## src/rtl/mbx_ctrl_pkg.sv

```systemverilog
package mbx_ctrl_pkg;

    localparam int CTRL_W  = 8;
    localparam int FLAG_N  = 7;
    localparam int SEL_BIT = CTRL_W - 1;

    // Field order matches the control byte, bit 6 down to bit 0.
    typedef struct packed {
        logic t;
        logic p;
        logic v;
        logic m;
        logic j;
        logic i;
        logic q;
    } mbx_flags_t;

    typedef enum logic [1:0] {
        WSRC_NONE    = 2'd0,
        WSRC_HOST    = 2'd1,
        WSRC_PAR_DROP = 2'd2
    } mbx_wsrc_e;

    typedef struct packed {
        logic avail;
        logic room;
    } mbx_side_t;

    function automatic mbx_flags_t mbx_apply(input mbx_flags_t cur,
                                             input logic [CTRL_W-1:0] wbyte);
        logic [FLAG_N-1:0] mask;
        logic [FLAG_N-1:0] now;
        mask = wbyte[FLAG_N-1:0];
        now  = cur;
        if (wbyte[SEL_BIT])
            now = now | mask;
        else
            now = now & ~mask;
        return mbx_flags_t'(now);
    endfunction

    function automatic logic [CTRL_W-1:0] mbx_status(input mbx_flags_t f,
                                                     input mbx_side_t s);
        return {s.avail, s.room, f.p, f.v, f.m, f.j, f.i, f.q};
    endfunction

endpackage

```

## src/rtl/mbx_flag_reg.sv

```systemverilog
module mbx_flag_reg
    import mbx_ctrl_pkg::*;
#(
    parameter int ADDR_W    = 3,
    parameter int CTRL_ADDR = 0
) (
    input  logic              clk,
    input  logic              rst,
    input  logic              host_we,
    input  logic [ADDR_W-1:0] host_addr,
    input  logic [CTRL_W-1:0] host_wdata,
    input  logic              par_we,
    input  logic [ADDR_W-1:0] par_addr,
    output mbx_flags_t        flags
);
    localparam logic [ADDR_W-1:0] CTRL_A = ADDR_W'(CTRL_ADDR);

    mbx_wsrc_e  src;
    mbx_flags_t nxt;

    always_comb begin
        if (host_we && host_addr == CTRL_A)
            src = WSRC_HOST;
        else if (par_we && par_addr == CTRL_A)
            src = WSRC_PAR_DROP;
        else
            src = WSRC_NONE;
    end

    always_comb begin
        case (src)
            WSRC_HOST:     nxt = mbx_apply(flags, host_wdata);
            WSRC_PAR_DROP: nxt = flags;     // parasite has no write access
            default:       nxt = flags;
        endcase
    end

    always_ff @(posedge clk) begin
        if (rst)
            flags <= '0;
        else
            flags <= nxt;
    end
endmodule

```

## src/rtl/mbx_irq_gen.sv

```systemverilog
module mbx_irq_gen
    import mbx_ctrl_pkg::*;
(
    input  logic       rst,
    input  mbx_flags_t flags,
    input  logic       h_r4_avail,
    input  logic       p_r1_avail,
    input  logic       p_r4_avail,
    output logic       host_irq_n,
    output logic       par_irq_n,
    output logic       par_rst_n,
    output logic       clear_all
);
    logic host_cause;
    logic par_cause_r1;
    logic par_cause_r4;

    always_comb begin
        host_cause   = flags.q & h_r4_avail;
        par_cause_r1 = flags.i & p_r1_avail;
        par_cause_r4 = flags.j & p_r4_avail;
        host_irq_n   = ~host_cause;
        par_irq_n    = ~(par_cause_r1 | par_cause_r4);
        par_rst_n    = ~(rst | flags.p);
        clear_all    = rst | flags.t;
    end
endmodule

```

## src/rtl/mbx_status_fmt.sv

```systemverilog
module mbx_status_fmt
    import mbx_ctrl_pkg::*;
#(
    parameter int SIDES = 2
) (
    input  mbx_flags_t              flags,
    input  mbx_side_t [SIDES-1:0]   side_in,
    output logic [SIDES-1:0][CTRL_W-1:0] side_status
);
    for (genvar g = 0; g < SIDES; g++) begin : g_side
        assign side_status[g] = mbx_status(flags, side_in[g]);
    end
endmodule

```

## src/rtl/mbx_ctrl_irq.sv

```systemverilog
module mbx_ctrl_irq
    import mbx_ctrl_pkg::*;
#(
    parameter int ADDR_W    = 3,
    parameter int CTRL_ADDR = 0
) (
    input  logic              clk,
    input  logic              rst,
    input  logic              host_we,
    input  logic [ADDR_W-1:0] host_addr,
    input  logic [7:0]        host_wdata,
    input  logic              par_we,
    input  logic [ADDR_W-1:0] par_addr,
    input  logic              h_r1_avail,
    input  logic              h_r1_room,
    input  logic              h_r4_avail,
    input  logic              p_r1_avail,
    input  logic              p_r1_room,
    input  logic              p_r4_avail,
    output logic [7:0]        host_status,
    output logic [7:0]        par_status,
    output logic              host_irq_n,
    output logic              par_irq_n,
    output logic              par_rst_n,
    output logic              clear_all
);
    localparam int SIDES  = 2;
    localparam int H_SIDE = 0;
    localparam int P_SIDE = 1;

    mbx_flags_t                      flags;
    mbx_side_t [SIDES-1:0]           side_in;
    logic [SIDES-1:0][CTRL_W-1:0]    side_status;

    mbx_flag_reg #(.ADDR_W(ADDR_W), .CTRL_ADDR(CTRL_ADDR)) u_flags (
        .clk        (clk),
        .rst        (rst),
        .host_we    (host_we),
        .host_addr  (host_addr),
        .host_wdata (host_wdata),
        .par_we     (par_we),
        .par_addr   (par_addr),
        .flags      (flags)
    );

    mbx_irq_gen u_irq (
        .rst        (rst),
        .flags      (flags),
        .h_r4_avail (h_r4_avail),
        .p_r1_avail (p_r1_avail),
        .p_r4_avail (p_r4_avail),
        .host_irq_n (host_irq_n),
        .par_irq_n  (par_irq_n),
        .par_rst_n  (par_rst_n),
        .clear_all  (clear_all)
    );

    always_comb begin
        side_in[H_SIDE] = '{avail: h_r1_avail, room: h_r1_room};
        side_in[P_SIDE] = '{avail: p_r1_avail, room: p_r1_room};
    end

    mbx_status_fmt #(.SIDES(SIDES)) u_status (
        .flags       (flags),
        .side_in     (side_in),
        .side_status (side_status)
    );

    assign host_status = side_status[H_SIDE];
    assign par_status  = side_status[P_SIDE];
endmodule

```

## config.mk

```make
export PLATFORM = sky130hd
export DESIGN_NAME = mbx_ctrl_irq
export DESIGN_NICKNAME = d
export VERILOG_FILES = /design/src/rtl/mbx_ctrl_pkg.sv /design/src/rtl/mbx_flag_reg.sv /design/src/rtl/mbx_irq_gen.sv /design/src/rtl/mbx_status_fmt.sv /design/src/rtl/mbx_ctrl_irq.sv
export SDC_FILE = /design/constraint.sdc
export NUM_CORES = 1
export LEC_CHECK = 0
export ABC_AREA = 0
export ABC_CLOCK_PERIOD_IN_PS = 2150
export BUFFER_PORTS_ARGS = -buffer_cell sky130_fd_sc_hd__buf_2
export CORE_AREA = 5 5 42 44
export CTS_CLUSTER_DIAMETER = 40
export DETAILED_ROUTE_END_ITERATION = 7
export DIE_AREA = 0 0 47 49
export HOLD_SLACK_MARGIN = 0.05
export PLACE_DENSITY = 0.87
export SLEW_MARGIN = 20
export SYNTH_ARGS = -nofsm -noshare
export SYNTH_HDL_FRONTEND = slang
export SYNTH_HIERARCHICAL = 1
export SYNTH_SLANG_ARGS = --single-unit
```

## constraint.sdc

```tcl
create_clock -name clk -period 2.15 [get_ports clk]
set_input_delay 0 -clock clk [delete_from_list [all_inputs] [get_ports clk]]
set_output_delay 0 -clock clk [all_outputs]
set_load 0.005 [all_outputs]
```

After elaboration in Yosys (flattened, before gate mapping):

Index checks and enable logic that the tools add are counted.
W data, S select, Z words.

* equality and inequality tests: 1
* multiplexer cells: 3
* bitwise operators: 12
* reductions and logical operators: 4

Operator list (count)
* $and A7 B7 Y7: 1
* $mux W7: 1
* $not A7 Y7: 1
* $or A7 B7 Y7: 1
* $logic_not A3 Y1: 2
* $mux W2: 2
* $and A1 B1 Y1: 3
* $not A1 Y1: 3
* $or A1 B1 Y1: 3
* $eq A2 B1 Y1 const B: 1
* $logic_and A1 B1 Y1: 2

* flip-flop bits (word level): 7
* input port bits: 24
* output and inout port bits: 20
* word-level logic and storage cells: 27

Logic depth before layout (Yosys ltp):

* depth after elaboration: 5
* mapped depth: 3
* depth with buffers taken out: 3

By module:

The synthesis kept the hierarchy.

Modules (own cells, without submodules)
* mbx_flag_reg: instances 1, cells each 30, area an instance 310.3 um2
* mbx_status_fmt: instances 1, cells each 16, area an instance 120.1 um2
* mbx_irq_gen: instances 1, cells each 4, area an instance 21.3 um2

Worst setup path after synthesis:

No wires, ideal clock.

* path kind: input port to flip-flop
* start: in host_addr[1]
* end: reg (tool-made name)
* setup time: 0.125 ns
* data arrival time: 0.595 ns
* data required time: 2.025 ns
* setup slack: 1.430 ns
* stages on the path: 3
* cells stage by stage: nor4b_4 nand2_1 mux2i_1

RTL lines
* start: declaration: line mbx_ctrl_irq.sv:10 `input logic [ADDR_W-1:0] host_addr,`

==> reports/metrics.yaml <==
fin_skew_ns: 0
drt_iter0_drc: 0
postRouteAntennaNets: 0
io_buffers: 33
insertion_delay_ns: 0.24
postCtsHoldBufs: 10
grt_overflow: 0
fmax_ghz: 1.14
vdd_drop_max_mv: 0.217
dr.pass1.iters: 1
end_kind: "output pin"
fin_util_pct: 45.9
tritoncts: "yes"
worstHoldStart: "host_addr[1]"
drive_above_1_share_pct: 45.7
syn2layout_area_growth_pct: 42.4
post-route-period-util_pct: 40.8
post-route-min-period_ns: 0.877
die_w_um: 47
clockRootBuffer: "clkbuf_4"
slew_violations: 0
avgSynthCellArea_um2: 9.03
dieHeight_um: 49
cts_buffers: 3
grt_pass1_wl_mm: 1.75
routed_wl_mm: 1.09
clk_pin_slew_ns: 0.05
grt_antenna_before_repair: 0
slew_headroom_pct: 70.2
status: "complete, no violations"
clockBufferDepth: 2
cts.sinks: 7
fillers: 152
synth_cell_types: 9
syn-num-nets: 74
synthCells: 50
place.gp.congestion: 0.638
rsz0062_at_grt: "no"
crit_type: "reg2out"
drc: 0
yosysSeqAreaShare_pct: 31.0
startpoint_type: "flop"
maxCapViolations: 0
die_area_mm2: 0.00230
track_usage_pct: 10.6
hold_viol: 0
grt_pass1_vias: 437
start_util_pct: 32.2
p_leak_nw: 0.355
p_per_area_mw_per_mm2: 471
placed_area_um2: 517
hp-class: "in2reg"
worstPathRequired_ns: 2.15
netlist_area_um2: 452
place_ws_ns: 1.15
diodes: 0
design_area_um2: 643
cts_setup_buffers: 0
io_pins: 44
core_mm2: 0.00140
post_cts_resized: 0
setup_slack_ns: 1.27
dr_total_vias: 418
whs_ns: 0.104
final-seq-area_um2: 140
detail_route.wl_per_cell_um: 11.2
yosysWarnings: 6
setup_viol_count_final: 0
final_nets: 106
crit_fanout: 2
arrival_ns: 0.88
yosys_register_bits: 7
htreeDepth: 1
via_per_inst: 4.31
rows: 14
tightest_slew_ns: 0.445
grt_max_degree: 11
multi_input_area_um2: 191
final.setup.tns_ns: 0
[cell usage in the layout (no fill, tap or decap)]
cell / synthesis / layout
dlygate4sd3_1: 0 / 10
or2_1: 1 / 1
buf_2: 0 / 33
a22oi_1: 1 / 1
nor4b_4: 1 / 1
clkbuf_1: 0 / 1
nor2_1: 1 / 1
nand2b_1: 8 / 8
nand2_1: 8 / 8
clkbuf_4: 0 / 3
dfxtp_1: 7 / 7
mux2i_1: 7 / 7
[where the power goes]
part | leakage [nW] | switching, W | internal, W
Sequential | 0.0565 | 0.00000123 | 0.000132
Combinational | 0.283 | 0.0000182 | 0.0000331
Clock | 0.0150 | 0.0000484 | 0.0000708
[metal layers]
layer,share of wire (%),track usage (%),vias to the layer above
met5,0,0,-
met2,52,18.6,23
met1,36,10.5,188
met3,11,4.43,0
li1,-,-,207
met4,0,4.15,0
[cells in the mapped netlist (all sizes together)]
cell	instances	area share, %
or2	1	1.4
nor2	1	0.83
nor4b	1	5.3
nand2	8	6.6
buf	16	27
a22oi	1	1.7
mux2i	7	16
nand2b	8	11
dfxtp	7	31
[path summary, 6_finish.rpt]
path	to	slack [ns]	cells past startpoint
setup / recovery	clear_all	1.27	2
hold / removal	flop	0.10	4
setup reg to reg	flop	1.52	2
hold reg to reg	flop	0.48	2
[cells by family (layout without fill, tap and decap cells)]
| family | Yosys count | count (layout) | share of synthesized area [%] |
|---|---|---|---|
| simple gates | 19 | 19 | 25.2 |
| compound gates | 1 | 1 | 1.66 |
| mux | 7 | 7 | 15.5 |
| buf+inv | 16 | 47 | 26.6 |
| flops | 7 | 7 | 31.0 |
[critical path, cell delays in order, from the launching register on]
cell and delay (ns):
dfxtp_1 0.31, or2_1 0.20, buf_2 0.13
[cell type report]
type | instances | share of cell area (%)
sequential | 7 | 21.8
tap | 16 | 3.11
multi-input combinational | 27 | 29.8
timing repair buffer | 43 | 41.2
clock buffer | 4 | 4.09
[stage by stage]
| stage | power (W) | instances |
|---|---|---|
| 2_1_floorplan | 0.000157 | 50 |
| 3_5_place_dp | 0.000173 | 83 |
| 6_report | 0.000303 | 97 |
| 4_1_cts | 0.000314 | 97 |
| 3_3_place_gp | 0.000172 | 83 |
| 5_1_grt | 0.000326 | 97 |
Power figures use the tool's default switching activity.
